`src/rtl/iowin_pkg.sv`:
```
package iowin_pkg;

   typedef enum logic [1:0] {
      SZ_BYTE = 2'b00,
      SZ_HALF = 2'b01,
      SZ_WORD = 2'b10
   } acc_size_e;

   typedef enum logic [1:0] {
      ST_IDLE = 2'b00,
      ST_IO   = 2'b01,
      ST_DONE = 2'b10
   } br_state_e;

endpackage

```
`src/rtl/iowin_decode.sv`:
```
module iowin_decode #(
   parameter int                ADDR_W        = 32,
   parameter int                PORT_W        = 16,
   parameter int                WIN_SPAN_BITS = 23,
   parameter int                PAGE_BITS     = 12,
   parameter int                LOW_BITS      = 5,
   parameter logic [ADDR_W-1:0] WIN_BASE      = 32'h8000_0000,
   parameter logic [ADDR_W-1:0] IACK_ADDR     = 32'hBFFF_FFF0,
   parameter bit                NONCONTIG_EN  = 1'b1
) (
   input  logic [ADDR_W-1:0] addr,
   input  logic              noncontig,
   output logic              win_hit,
   output logic              iack_hit,
   output logic              iack_exact,
   output logic [PORT_W-1:0] port
);
   localparam int PG_W = PORT_W - LOW_BITS;

   assign win_hit    = (addr[ADDR_W-1:WIN_SPAN_BITS] == WIN_BASE[ADDR_W-1:WIN_SPAN_BITS]);
   assign iack_hit   = (addr[ADDR_W-1:2] == IACK_ADDR[ADDR_W-1:2]);
   assign iack_exact = (addr[1:0] == IACK_ADDR[1:0]) && iack_hit;

   logic [PORT_W-1:0] port_flat;
   assign port_flat = addr[PORT_W-1:0];

   generate
      if (NONCONTIG_EN) begin : g_paged
         logic [PORT_W-1:0] port_paged;
         assign port_paged = {addr[PAGE_BITS+PG_W-1:PAGE_BITS], addr[LOW_BITS-1:0]};
         assign port = noncontig ? port_paged : port_flat;
      end else begin : g_flat_only
         assign port = port_flat;
      end
   endgenerate

endmodule

```
`src/rtl/iowin_lane_swap.sv`:
```
module iowin_lane_swap #(
   parameter int DATA_W = 32
) (
   input  logic [DATA_W-1:0] din,
   input  logic [1:0]        size,
   input  logic              swap_en,
   output logic [DATA_W-1:0] dout
);
   import iowin_pkg::*;

   localparam int NB = DATA_W / 8;

   logic [DATA_W-1:0] rev;

   genvar g;
   generate
      for (g = 0; g < NB; g++) begin : g_lane
         assign rev[8*g +: 8] = din[8*(NB-1-g) +: 8];
      end
   endgenerate

   always_comb begin
      dout = '0;
      case (size)
         SZ_BYTE: dout[7:0]  = din[7:0];
         SZ_HALF: dout[15:0] = swap_en ? {din[7:0], din[15:8]} : din[15:0];
         default: dout       = swap_en ? rev : din;
      endcase
   end

endmodule

```
`src/rtl/iowin_seq.sv`:
```
module iowin_seq #(
   parameter int PORT_W = 16,
   parameter int DATA_W = 32,
   parameter int VEC_W  = 8
) (
   input  logic              clk,
   input  logic              rst_n,
   input  logic              cpu_req,
   input  logic              cpu_we,
   input  logic [1:0]        cpu_size,
   input  logic              win_hit,
   input  logic              iack_hit,
   input  logic              iack_exact,
   input  logic [PORT_W-1:0] port_in,
   input  logic [DATA_W-1:0] wdata_sw,
   input  logic [VEC_W-1:0]  vector,
   input  logic              io_ready,
   input  logic [DATA_W-1:0] io_rdata,
   output logic              io_req,
   output logic              io_we,
   output logic [PORT_W-1:0] io_port,
   output logic [1:0]        io_size,
   output logic [DATA_W-1:0] io_wdata,
   output logic              cpu_ack,
   output logic [DATA_W-1:0] rdata_raw,
   output logic              iack_strobe
);
   import iowin_pkg::*;

   br_state_e         state_q;
   logic [PORT_W-1:0] port_q;
   logic              we_q;
   logic [1:0]        size_q;
   logic [DATA_W-1:0] wdata_q;
   logic [DATA_W-1:0] rdata_q;
   logic              strobe_q;

   always_ff @(posedge clk) begin
      if (!rst_n) begin
         state_q  <= ST_IDLE;
         port_q   <= '0;
         we_q     <= 1'b0;
         size_q   <= SZ_BYTE;
         wdata_q  <= '0;
         rdata_q  <= '0;
         strobe_q <= 1'b0;
      end else begin
         strobe_q <= 1'b0;
         case (state_q)
            ST_IDLE: begin
               if (cpu_req && win_hit) begin
                  state_q <= ST_IO;
                  port_q  <= port_in;
                  we_q    <= cpu_we;
                  size_q  <= cpu_size;
                  wdata_q <= wdata_sw;
                  rdata_q <= '0;
               end else if (cpu_req && iack_hit) begin
                  state_q  <= ST_DONE;
                  size_q   <= cpu_size;
                  rdata_q  <= (!cpu_we && iack_exact) ?
                              {{(DATA_W-VEC_W){1'b0}}, vector} : '0;
                  strobe_q <= !cpu_we && iack_exact;
               end
            end
            ST_IO: begin
               if (io_ready) begin
                  state_q <= ST_DONE;
                  if (!we_q) rdata_q <= io_rdata;
               end
            end
            default: state_q <= ST_IDLE;
         endcase
      end
   end

   assign io_req      = (state_q == ST_IO);
   assign cpu_ack     = (state_q == ST_DONE);
   assign io_we       = we_q;
   assign io_port     = port_q;
   assign io_size     = size_q;
   assign io_wdata    = wdata_q;
   assign rdata_raw   = rdata_q;
   assign iack_strobe = strobe_q;

endmodule

```
`src/rtl/isa_io_window_bridge.sv`:
```
module isa_io_window_bridge #(
   parameter int                ADDR_W        = 32,
   parameter int                DATA_W        = 32,
   parameter int                PORT_W        = 16,
   parameter int                VEC_W         = 8,
   parameter int                WIN_SPAN_BITS = 23,
   parameter int                PAGE_BITS     = 12,
   parameter int                LOW_BITS      = 5,
   parameter logic [ADDR_W-1:0] WIN_BASE      = 32'h8000_0000,
   parameter logic [ADDR_W-1:0] IACK_ADDR     = 32'hBFFF_FFF0,
   parameter bit                NONCONTIG_EN  = 1'b1
) (
   input  logic              clk,
   input  logic              rst_n,
   input  logic              map_noncontig,
   input  logic              big_endian,
   input  logic              cpu_req,
   input  logic              cpu_we,
   input  logic [ADDR_W-1:0] cpu_addr,
   input  logic [1:0]        cpu_size,
   input  logic [DATA_W-1:0] cpu_wdata,
   output logic              cpu_claim,
   output logic              cpu_ack,
   output logic [DATA_W-1:0] cpu_rdata,
   output logic              io_req,
   output logic              io_we,
   output logic [PORT_W-1:0] io_port,
   output logic [1:0]        io_size,
   output logic [DATA_W-1:0] io_wdata,
   input  logic              io_ready,
   input  logic [DATA_W-1:0] io_rdata,
   input  logic [VEC_W-1:0]  iack_vector,
   output logic              iack_strobe
);

   generate
      if (DATA_W % 8 != 0 || DATA_W < 16) begin : g_bad_data_w
         $error("DATA_W must be a multiple of 8 and at least 16");
      end
      if (LOW_BITS >= PORT_W) begin : g_bad_low_bits
         $error("LOW_BITS must be smaller than PORT_W");
      end
      if (PAGE_BITS + PORT_W - LOW_BITS > WIN_SPAN_BITS) begin : g_bad_span
         $error("paged port field reaches beyond the window");
      end
      if (VEC_W > DATA_W) begin : g_bad_vec_w
         $error("VEC_W must not exceed DATA_W");
      end
   endgenerate

   logic              win_hit;
   logic              iack_hit;
   logic              iack_exact;
   logic [PORT_W-1:0] port_map;
   logic [DATA_W-1:0] wdata_sw;
   logic [DATA_W-1:0] rdata_raw;

   iowin_decode #(
      .ADDR_W(ADDR_W), .PORT_W(PORT_W), .WIN_SPAN_BITS(WIN_SPAN_BITS),
      .PAGE_BITS(PAGE_BITS), .LOW_BITS(LOW_BITS), .WIN_BASE(WIN_BASE),
      .IACK_ADDR(IACK_ADDR), .NONCONTIG_EN(NONCONTIG_EN)
   ) i_decode (
      .addr(cpu_addr), .noncontig(map_noncontig), .win_hit(win_hit),
      .iack_hit(iack_hit), .iack_exact(iack_exact), .port(port_map)
   );

   iowin_lane_swap #(.DATA_W(DATA_W)) i_wr_swap (
      .din(cpu_wdata), .size(cpu_size), .swap_en(big_endian), .dout(wdata_sw)
   );

   iowin_seq #(.PORT_W(PORT_W), .DATA_W(DATA_W), .VEC_W(VEC_W)) i_seq (
      .clk(clk), .rst_n(rst_n), .cpu_req(cpu_req), .cpu_we(cpu_we),
      .cpu_size(cpu_size), .win_hit(win_hit), .iack_hit(iack_hit),
      .iack_exact(iack_exact), .port_in(port_map), .wdata_sw(wdata_sw),
      .vector(iack_vector), .io_ready(io_ready), .io_rdata(io_rdata),
      .io_req(io_req), .io_we(io_we), .io_port(io_port), .io_size(io_size),
      .io_wdata(io_wdata), .cpu_ack(cpu_ack), .rdata_raw(rdata_raw),
      .iack_strobe(iack_strobe)
   );

   iowin_lane_swap #(.DATA_W(DATA_W)) i_rd_swap (
      .din(rdata_raw), .size(io_size), .swap_en(big_endian), .dout(cpu_rdata)
   );

   assign cpu_claim = cpu_req && (win_hit || iack_hit);

endmodule

```
`config.mk`:
```
export PLATFORM = sky130hd
export DESIGN_NAME = isa_io_window_bridge
export DESIGN_NICKNAME = d
export VERILOG_FILES = /design/src/rtl/iowin_pkg.sv /design/src/rtl/iowin_decode.sv /design/src/rtl/iowin_lane_swap.sv /design/src/rtl/iowin_seq.sv /design/src/rtl/isa_io_window_bridge.sv
export SDC_FILE = /design/constraint.sdc
export NUM_CORES = 1
export LEC_CHECK = 0
export BUFFER_PORTS_ARGS = -buffer_cell sky130_fd_sc_hd__buf_2
export CORE_MARGIN = 2
export CORE_UTILIZATION = 35
export CTS_BUF_LIST = sky130_fd_sc_hd__clkbuf_8 sky130_fd_sc_hd__clkbuf_16
export CTS_CLUSTER_SIZE = 12
export DETAILED_ROUTE_END_ITERATION = 10
export HOLD_SLACK_MARGIN = 0.06
export PLACE_DENSITY_LB_ADDON = 0.2
export SYNTH_ARGS = -nofsm -noshare
export SYNTH_HDL_FRONTEND = slang
export SYNTH_HIERARCHICAL = 1
export SYNTH_SLANG_ARGS = --single-unit
```
`constraint.sdc`:
```
create_clock -name clk -period 5 [get_ports clk]
set_input_delay 0.75 -clock clk [delete_from_list [all_inputs] [get_ports clk]]
set_output_delay 0.75 -clock clk [all_outputs]
set_load 0.02 [all_outputs]
```
=== Word level (Yosys, flattened, before mapping) ===
Index checks and enable logic that the tools add are counted.

* Register bits after elaboration: 86
* Bits in latches: 0
* Memory bits (writable): 0
* Memory bits (read-only): 0
* Input port bits: 113
* Output and inout port bits: 87
* Word-level logic and storage cells: 62
* Memories: 0

* Add/subtract/negate cells: 0
* Multiply operators: 0
* Div/mod/pow operators: 0
* $lt $le $gt $ge: 0
* Eq/ne operators: 9
* Shifts and indexed selects: 0
* Multiplexer cells: 23
* Bitwise operators: 3
* Reductions and logical operators: 20

{| class="wikitable"
|+ Operators with widths
! kind !! count
|-
| 32-bit two-way mux || 6
|-
| 16-bit two-way mux || 5
|-
| 32-bit case mux with 2 select lines || 1
|-
| 8-bit case mux with 2 select lines || 4
|-
| 30-bit equality test (second input constant) || 1
|-
| 2-bit two-way mux || 5
|-
| 9-bit equality test (second input constant) || 1
|-
| 2-bit logical NOT || 4
|-
| 8-bit two-way mux || 1
|-
| 2-bit by 1-bit equality test with 1-bit output (second input constant) || 3
|-
| 2-bit AND reduction || 3
|-
| 1-bit logical AND || 5
|-
| 2-bit case mux with 2 select lines || 1
|-
| 4-bit AND reduction || 1
|-
| 2-bit nonzero test || 2
|-
| 2-bit OR reduction || 2
|-
| 4-bit OR reduction || 1
|-
| 3-bit by 1-bit != test with 1-bit output (second input constant) || 1
|-
| 1-bit inverter || 3
|-
| 2-bit equality test (second input constant) || 1
|-
| 2-bit by 1-bit != test with 1-bit output (second input constant) || 1
|-
| 2-bit != test (second input constant) || 1
|-
| 1-bit logical NOT || 1
|-
| 1-bit logical OR || 1
|}

=== Depth between registers and ports, before layout ===
Gate-level depths: netlist of run 1.

* Depth after elaboration: 7
* Mapped depth: 7
* Depth with buffers taken out: 6

=== Modules after synthesis ===
The synthesis of run 1 kept the hierarchy.

{| class="wikitable"
|+ By module, submodules not included
! module !! times used !! cells an instance !! area an instance (µm²) !! seq. area each (µm²)
|-
| iowin_seq || 1 || 346 || 3104.2 || 1721.7
|-
| iowin_lane_swap || 2 || 83 || 724.4 || 0.0
|-
| iowin_decode || 1 || 34 || 281.5 || 0.0
|-
| isa_io_window_bridge || 1 || 1 || 7.5 || 0.0
|}

=== Worst setup path after synthesis of run 1 ===
No wires, ideal clock.

* Path type: input-to-output
* Start point: input port cpu_addr[23]
* End point: output port cpu_claim
* Arrival: 1746 ps
* Required time: 4250 ps
* Path slack: 2504 ps
* Stages: 3
* Path buffers: 0
* Cell sequence: or4_4 > nor3_2 > o21a_1

* Cells in the longest elaborated chain, start to end: 3
* Elaborated cells on any way between the ends: 4
* Classes of those cells: eq/ne: 2; reduce/logical: 2

{| class="wikitable"
|+ Ends and longest elaborated chain
! element !! RTL line !! RTL
|-
| start, declared || isa_io_window_bridge.sv:19 || <nowiki>input logic [ADDR_W-1:0] cpu_addr,</nowiki>
|-
| 9-bit equality test || iowin_decode.sv:20 || <nowiki>assign win_hit = (addr[ADDR_W-1:WIN_SPAN_BITS] == WIN_BASE[ADDR_W-1:WIN_SPAN_BITS]);</nowiki>
|-
| via win_hit || isa_io_window_bridge.sv:51 || <nowiki>logic win_hit;</nowiki>
|-
| 1-bit logical OR || isa_io_window_bridge.sv:85 || <nowiki>assign cpu_claim = cpu_req && (win_hit || iack_hit);</nowiki>
|-
| 1-bit logical AND || isa_io_window_bridge.sv:85 ||
|-
| end, declared || isa_io_window_bridge.sv:22 || <nowiki>output logic cpu_claim,</nowiki>
|}

The timed path passes the listed nets, and every way through them passes these cells.

=== Worst setup path in the final report of run 1 ===
* Start point: input port big_endian
* End point: output port cpu_rdata[0]

* Cells in the longest elaborated chain, start to end: 2
* Elaborated cells on any way between the ends: 3
* Classes of those cells: mux: 3

{| class="wikitable"
|+ Ends and longest elaborated chain
! element !! RTL line !! RTL
|-
| start, declared || isa_io_window_bridge.sv:16 || <nowiki>input logic big_endian,</nowiki>
|-
| 32-bit two-way mux / 16-bit two-way mux (equally long branches) || iowin_lane_swap.sv:27, iowin_lane_swap.sv:26 ||
|-
| 8-bit case mux with 2 select lines * || iowin_lane_swap.sv:24 || <nowiki>case (size)</nowiki>
|-
| end, declared || isa_io_window_bridge.sv:24 || <nowiki>output logic [DATA_W-1:0] cpu_rdata,</nowiki>
|}

Mark *: on every way between the ends. The rest lies on a longest branch, timed or not.

==> run_results.csv, run 1 <==
group,metric,value,unit
finish,final-seq-area,1720,µm²
cts,cts_buffer_depth,2,
sta,finalHoldViolCount,0,
cts,post_cts.repair.setup_buffers,0,
yosys,ys_types,42,
sta,relSlewSlack,24.9,%
global_route,grt_pass1_vias,4607,
cts,ctsHoldBuffers,0,
cts,cts_made_buffers,9,
die,pin_count,200,
routing,drt_pass1_iterations,4,
routing,ant_nets,0,
global_route,grt_start_max_net_pins,85,
cts,clk_latency,0.34,ns
yosys,yosysTopAreaCellShare,35.6,%
die,rows,42,
die,die_y,122,µm
placement,gp_congestion,0.871,
die,die_width,122,µm
cts,tritoncts,"done",
setup_path,end_kind,"output port",
power_and_ir_drop,internal_power,1.19,mW
routing,wl_met1,6520,µm
power_and_ir_drop,power,1.54,mW
sta,fmax,324,MHz
routing,route.met3.wl,1330,µm
setup_path,worst-path-max-fanout,84,
finish,multi_input_area,2770,µm²
hold_path,hp-class,"register to register",
power_and_ir_drop,swShare,22.7,%
power_and_ir_drop,max-vdd-ir-drop,0.118,mV
yosys,synth_top_cell_by_area,"dfxtp_1",
power_and_ir_drop,combPwrFrac,10.0,%
hold_path,min_path_cells,2,
sta,hold_ws,0.450,ns
sta,tightestPinTransition,1.12,ns
yosys,yosysMostFrequentCell,"nand2_1",
yosys,synthFlopType,"dfxtp_1",
sta,rsz0062_at_grt,"no",
yosys,async_flop_share,0,%
run,max_cap_violations,0,
finish,drive_gt1_share,35.0,%
sta,setup_viol,0,
sta,finalSetupTns,0,ns
cts,path_clk_slew,0.06,ns
yosys,synth-seq-area-share,35.6,%
sta,fin_crit,3.09,ns
die,initial_core_util,36.1,%
setup_path,crit_type,"input pin to output port",
cts,htree_levels,3,
finish,num-fill-cells,1381,
status,status,"completed",
routing,wl_per_cell,16.9,µm
routing,drt_wl_total,15100,µm
yosys,syn_area,4840,µm²
yosys,yosys-top-cells-count,"100 x nand2_1, 86 x dfxtp_1, 68 x a21oi_1",
power_and_ir_drop,power.density,254,nW/µm²
yosys,syn-instance-count,547,
routing,top_layer,"met4",
yosys,ys_warn_count,6,
power_and_ir_drop,p_clk_share,45.4,%
routing,viasPerCell,5.31,
cts,post_cts_resized,0,
power_and_ir_drop,switchingPower,0.350,mW
routing,vias,4725,
yosys,ys_ff_latch,86,
setup_path,arrival,2.34,ns
global_route,grt_pass1_wl,23500,µm
routing,drt_iter0_markers,286,
power_and_ir_drop,leakage,2.55,nW
placement,hpwlAfterDp,10800,µm
yosys,synthTopCellsByArea,"dfxtp_1 36%, mux2i_1 9.9%, nand2_1 7.8%",
cts,cts.sinks,86,
finish,nets,823,
die,core,13400,µm²
sta,drv_slew,0,
routing,drc,0,
yosys,syn_avg_cell_area,8.85,µm²
yosys,syn_nets,660,
cts,root_buffer,"clkbuf_16",
global_route,gr-total-overflow,0,
placement,numPortBuffers,199,
routing,wl_met2,6850,µm
setup_path,worst_ep_required_time,4.25,ns
global_route,grtUsageTotal,20.1,%
sta,finalClockSkew,0.00524,ns
setup_path,start_kind,"input pin",
yosys,synth_edf_count,0,
power_and_ir_drop,pwr-share-seq,44.6,%
finish,area_growth,25.0,%
die,die_area,14800,µm²
sta,fin_crit_sh,61.7,%
finish,num_antenna_cells,0,
setup_path,reg2reg_depth,3,
global_route,antenna_found_initial,0,
through the flow:
step / area, µm² / std cells / utilization [%] / setup WS (ns)
after global routing: 6050 / 890 / 45.2 / 1.79
final: 6050 / 890 / 45.2 / 1.91
after global placement: 5750 / 875 / 42.9 / 1.91
after floorplan: 4840 / 547 / - / 2.50
after detailed placement: 5750 / 875 / 42.9 / 1.83
after CTS: 6050 / 890 / 45.2 / 1.91
kinds of logic after synthesis:
family | after synthesis | synth area share (%)
and+or+nand+nor | 192 | 21.5
AOI/OAI and AO/OA | 156 | 23.0
DFF | 86 | 35.6
muxes | 59 | 12.5
buffers and inverters | 54 | 7.47
flip-flops by register name, indices dropped and copies added, names as in the netlist:
name and cells:
i_seq/io_wdata 32, i_seq/io_we 1, i_seq/iack_strobe 1, i_seq/io_port 16, i_seq/rdata_raw 32, i_seq/state_q 2
i_seq/io_size 2
area by class of cell:
class / instances / area share (%)
Inverter: 3 / 0.186
Tap cell: 176 / 3.64
Multi-Input combinational cell: 407 / 45.7
Clock inverter: 6 / 1.30
Clock buffer: 9 / 3.72
Sequential cell: 86 / 28.4
Timing Repair Buffer: 203 / 17.0
worst paths after layout:
path	startpoint	endpoint	slack, ns
max	big_endian	cpu_rdata[0]	1.91
min	i_seq/io_wdata[18]	i_seq/io_wdata[18]	0.45
max reg2reg	i_seq/state_q[0]	i_seq/rdata_raw[17]	2.91
min reg2reg	i_seq/io_wdata[18]	i_seq/io_wdata[18]	0.45
power groups by stage:
stage	sequential [mW]	clock [mW]	combinational, mW
3_5_place_dp	0.701	0	0.152
4_1_cts	0.686	0.722	0.153
6_report	0.686	0.699	0.154
5_1_grt	0.685	0.747	0.167
2_1_floorplan	0.701	0	0.0945
3_3_place_gp	0.701	0	0.152
placed cells by master (no fill, tap or decap), types with 2 or more instances in the layout:
master     instances
clkinv_2           3
o221a_2            8
o22ai_1           16
nand4bb_1         18
mux2i_1           48
o21a_4             2
inv_2              2
nand2_2            2
mux2_2            11
o21ai_1            2
nor2_1            12
a221oi_1           8
bufinv_16          2
buf_2            198
nand4_1            6
buf_4              5
a32oi_1            8
dfxtp_1           86
o21a_1             2
nand3_1            2
nand2b_1           3
nor3_2             2
clkbuf_16          9
a22o_1            24
nor2b_1           34
inv_1              2
nand2_1          100
a21boi_0           8
o221a_1            8
nor4_1             2
and3_1             2
a21oi_1           68
metal layers:
metal	GRT usage [%]	vias up
met5	0	-
met4	8.62	0
met3	5.57	26
met2	31.6	206
met1	25.8	2172
li1	-	2321
worst max-delay path, cell delays in order:
cell and delay (ns):
buf_4 0.75, nand2_2 0.28, o221a_2 0.36, buf_2 0.16
No activity file was read; power rests on OpenSTA's default activity.
==> run 2, diff against run 1 <==
==> constraint.sdc (replaced) <==
create_clock -name clk -period 2.92 [get_ports clk]
set_input_delay 0.438 -clock clk [delete_from_list [all_inputs] [get_ports clk]]
set_output_delay 0.438 -clock clk [all_outputs]
set_load 0.02 [all_outputs]
==> run 2 against run 1 <==
  * Global-route usage about the same
  * Highest routed layer unchanged
  * Clock-buffer cell count is 2 higher
  * Cell count up 1.0%
  * Cell area grew 1.8%
  * Worst setup slack worse by 1.4 ns
  * Non-clock buffer count up 7
==> run_results.csv, run 2 (synthesized netlist as in run 1, its figures left out) <==
group,metric,value,unit
routing,drt_pass1_iterations,5,
finish,mostFrequentLayoutCells,"198 x buf_2, 100 x nand2_1, 86 x dfxtp_1",
placement,place_area,5850,µm²
routing,wl_per_cell,17.2,µm
routing,ant_nets,0,
power_and_ir_drop,max-vdd-ir-drop,0.201,mV
setup_path,arrival,1.99,ns
finish,mostFrequentLayoutCell,"buf_2",
global_route,grt_pass1_wl,23300,µm
cts,post_cts_resized,0,
placement,numPortBuffers,199,
cts,root_buffer,"clkbuf_16",
cts,cts_made_buffers,9,
sta,setup_viol,0,
sta,finalClockSkew,0.00593,ns
sta,fin_crit_sh,83.3,%
placement,hpwlAfterDp,11300,µm
sta,hold_ws,0.313,ns
die,initial_core_util,36.1,%
cts,path_clk_slew,0.06,ns
cts,cts_buffer_depth,2,
cts,cts.sinks,86,
die,core,13400,µm²
sta,tightestPinTransition,0.789,ns
finish,nets,830,
setup_path,crit_type,"register to output port",
routing,drt_wl_total,15400,µm
setup_path,start_kind,"register",
die,rows,42,
placement,gp_congestion,0.853,
sta,fin_crit,2.43,ns
die,pin_count,200,
finish,design_area,6170,µm²
cts,clk_latency,0.34,ns
die,die_y,122,µm
run,max_cap_violations,0,
routing,vias,4810,
setup_path,critPathSlowestCell,"dfxtp_1",
global_route,grtUsageTotal,20.1,%
routing,viasPerCell,5.35,
power_and_ir_drop,leakage,2.60,nW
global_route,grt_start_max_net_pins,50,
sta,relSlewSlack,47.3,%
setup_path,worst-path-max-fanout,24,
routing,drt_iter0_markers,268,
sta,finalHoldViolCount,0,
sta,finalSetupTns,0,ns
cts,ctsHoldBuffers,0,
global_route,gr-total-overflow,0,
routing,drc,0,
sta,drv_slew,0,
sta,rsz0062_at_grt,"no",
cts,post_cts.repair.setup_buffers,0,
die,die_width,122,µm
finish,drive_gt1_share,35.9,%
setup_path,cp_slowest_stage_delay,0.83,ns
cts,tritoncts,"done",
hold_path,hp-class,"input pin to register",
finish,area_growth,27.3,%
power_and_ir_drop,power.density,426,nW/µm²
setup_path,worst_ep_required_time,2.48,ns
setup_path,crit_path_cell_trace,"buf_12 -> nand4bb_1 -> o221a_2 -> buf_2",
cts,htree_levels,3,
global_route,antenna_found_initial,1,
sta,fmax,411,MHz
status,status,"completed",
global_route,grt_pass1_vias,4501,
setup_path,end_kind,"output port",
die,die_area,14800,µm²
==> run 2: worst max-delay path, delay by kind of cell, from the launching register on <==
family | cells | cell delay [ns]
simple gates | 1 | 0.18
flops | 1 | 0.83
buf+inv | 2 | 0.41
compound gates | 1 | 0.22
==> run 2: report_power, final <==
part | total [mW] | switching [mW] | internal (mW)
Combinational | 0.271 | 0.141 | 0.131
Sequential | 1.17 | 0.000778 | 1.17
Clock | 1.18 | 0.473 | 0.709
Total | 2.63 | 0.615 | 2.01
==> run 2: final timing paths <==
path	to	cells after the start	startpoint	slack [ns]
max	cpu_rdata[0]	4	i_seq/io_size[1]	0.49
min reg2reg	i_seq/io_wdata[15]	2	i_seq/io_wdata[15]	0.45
min	i_seq/rdata_raw[15]	2	io_rdata[15]	0.31
max reg2reg	i_seq/rdata_raw[19]	4	i_seq/state_q[0]	1.06
==> run 2: layout make-up <==
| cell class | count | area (µm²) |
|---|---|---|
| repair buffers | 210 | 1130 |
| inverters | 3 | 11.3 |
| flip-flops and latches | 86 | 1720 |
| fillers | 1354 | 7230 |
| well taps | 176 | 220 |
| clock inverters | 5 | 57.6 |
| multi-input cells | 407 | 2770 |
| diodes | 1 | 2.50 |
| clock buffers | 11 | 253 |
==> run 2: routing by layer <==
metal | share of wire, % | vias to the layer above | routed length [µm] | global-route usage (%)
met1 | 45 | 2252 | 6890 | 26.1
met5 | 0 | - | 0 | 0
li1 | - | 2336 | - | -
met4 | 3.1 | 0 | 476 | 8.91
met3 | 7.4 | 32 | 1140 | 4.87
met2 | 45 | 190 | 6920 | 31.5
==> run 2: per-stage QoR <==
stage | worst slack (ns) | cells | power (mW) | util, %
floorplan | 0.851 | 547 | 1.36 | -
global placement | 0.425 | 882 | 1.46 | 43.7
detailed placement | 0.356 | 882 | 1.47 | 43.7
CTS | 0.482 | 898 | 2.67 | 46.0
global route | 0.407 | 899 | 2.74 | 46.0
finish | 0.488 | 899 | 2.63 | 46.0
==> run 3, diff against run 2 <==
==> constraint.sdc (replaced) <==
create_clock -name clk -period 2.2 [get_ports clk]
set_input_delay 0.33 -clock clk [delete_from_list [all_inputs] [get_ports clk]]
set_output_delay 0.33 -clock clk [all_outputs]
set_load 0.02 [all_outputs]
==> run 3 against run 2 <==
  * First-iteration DRC count is 28% higher
  * Register-to-register slack got worse by 0.48 ns
  * Clock power up 28%
  * Critical path depth grew 3
  * Flip-flop and latch count is the same
  * Clock-buffer cell count stayed put
  * Power rose by 31%
  * Utilization increased by 0.47 points
  * Wire length is 0.42% higher
  * Clock skew shrank 0.0020 ns
  * Highest routed layer unchanged
==> run_results.csv, run 3 (synthesized netlist as in run 1, its figures left out) <==
group,metric,value,unit
sta,fin_crit_sh,91.3,%
power_and_ir_drop,power,3.44,mW
setup_path,arrival,1.68,ns
sta,finalClockSkew,0.00398,ns
cts,root_buffer,"clkbuf_16",
placement,hpwlAfterDp,11400,µm
global_route,grt_start_max_net_pins,50,
setup_path,r2r_slack,0.58,ns
setup_path,end_kind,"output port",
power_and_ir_drop,max-vdd-ir-drop,0.253,mV
hold_path,min_from,"io_rdata[15]",
cts,clk_latency,0.34,ns
power_and_ir_drop,leakage,2.65,nW
hold_path,min_path_cells,2,
routing,viasPerCell,5.39,
cts,cts_buffer_depth,2,
cts,ctsHoldBuffers,0,
sta,finalHoldViolCount,0,
run,max_cap_violations,0,
die,die_y,122,µm
global_route,grt_pass1_vias,4413,
die,die_width,122,µm
finish,nets,838,
global_route,gr-total-overflow,0,
sta,relSlewSlack,61.5,%
sta,drv_slew,0,
power_and_ir_drop,power.density,552,nW/µm²
die,pin_count,200,
finish,drive_gt1_share,36.1,%
cts,path_clk_slew,0.06,ns
setup_path,worst_ep_required_time,1.87,ns
status,status,"completed",
cts,htree_levels,3,
die,core,13400,µm²
sta,setup_viol,0,
hold_path,hp-class,"input pin to register",
die,die_area,14800,µm²
sta,finalSetupTns,0,ns
placement,numPortBuffers,199,
cts,post_cts.repair.setup_buffers,0,
cts,cts_made_buffers,9,
setup_path,reg2reg_depth,4,
routing,vias,4872,
sta,fin_crit,2.01,ns
sta,fmax,498,MHz
routing,drt_iter0_markers,343,
finish,num_antenna_cells,0,
setup_path,r2r-start,"i_seq/state_q[0]",
setup_path,worst-path-max-fanout,3,
setup_path,r2r_end,"i_seq/rdata_raw[7]",
placement,dpl_worst_slack,0.0420,ns
routing,drc,0,
placement,place_inst,890,
global_route,grt_pass1_wl,23700,µm
die,rows,42,
routing,drt_pass1_iterations,5,
setup_path,start_kind,"input pin",
finish,area_growth,28.6,%
finish,mostFrequentLayoutCells,"198 x buf_2, 100 x nand2_1, 86 x dfxtp_1",
global_route,antenna_found_initial,0,
finish,final_cells,904,
sta,tightestPinTransition,0.577,ns
setup_path,crit_type,"input pin to output port",
cts,cts.sinks,86,
global_route,grtUsageTotal,20.4,%
routing,drt_wl_total,15500,µm
die,initial_core_util,36.1,%
placement,gp_congestion,0.888,
finish,post-route-util,46.5,%
cts,tritoncts,"done",
hold_path,whs_endpoint,"i_seq/rdata_raw[15]",
sta,rsz0062_at_grt,"no",
cts,post_cts_resized,0,
sta,fin_ws,0.192,ns
routing,wl_per_cell,17.1,µm
routing,ant_nets,0,
finish,mostFrequentLayoutCell,"buf_2",
[run 3: per-stage QoR]
stage               hold WS [ns]  area [µm²]
finish                     0.212        6230
floorplan                  0.463        4840
global placement           0.440        5940
detailed placement         0.446        5940
CTS                        0.197        6230
global route               0.203        6230
[run 3: final cells by class]
class | count | area (µm²)
Timing Repair Buffer | 218 | 1220
Sequential cell | 86 | 1720
Fill cell | 1346 | 7170
Multi-Input combinational cell | 407 | 2770
Clock inverter | 3 | 37.5
Tap cell | 176 | 220
Inverter | 3 | 11.3
Clock buffer | 11 | 253
[run 3: worst max-delay path by stage]
stage | slack, ns | endpoint | start
global route | 0.12 | cpu_claim | cpu_addr[2]
CTS | 0.17 | cpu_claim | cpu_addr[2]
floorplan | 0.24 | i_seq/io_wdata[10] | cpu_addr[23]
global placement | 0.11 | i_seq/io_wdata[13] | cpu_addr[23]
detailed placement | 0.04 | i_seq/rdata_raw[7] | cpu_addr[23]
finish | 0.19 | cpu_claim | cpu_addr[2]
[run 3: routing by layer]
| metal | vias to the layer above | GRT usage (%) | routed length (µm) |
|---|---|---|---|
| li1 | 2350 | - | - |
| met1 | 2297 | 27.3 | 6820 |
| met2 | 211 | 32.7 | 7200 |
| met3 | 14 | 5.01 | 1290 |
| met4 | 0 | 6.25 | 191 |
| met5 | - | 0 | 0 |
[run 3: power breakdown]
group          internal [mW]  switching (mW)
logic                  0.178           0.190
registers               1.56        0.000873
clock network          0.921           0.590
total                   2.66           0.781
[run 3: critical path, cell delays in order]
cell and delay (ns):
buf_2 0.10, nand4bb_1 0.20, nor4_1 0.37, and3_1 0.25
buf_4 0.13, o21a_1 0.13, buf_2 0.17
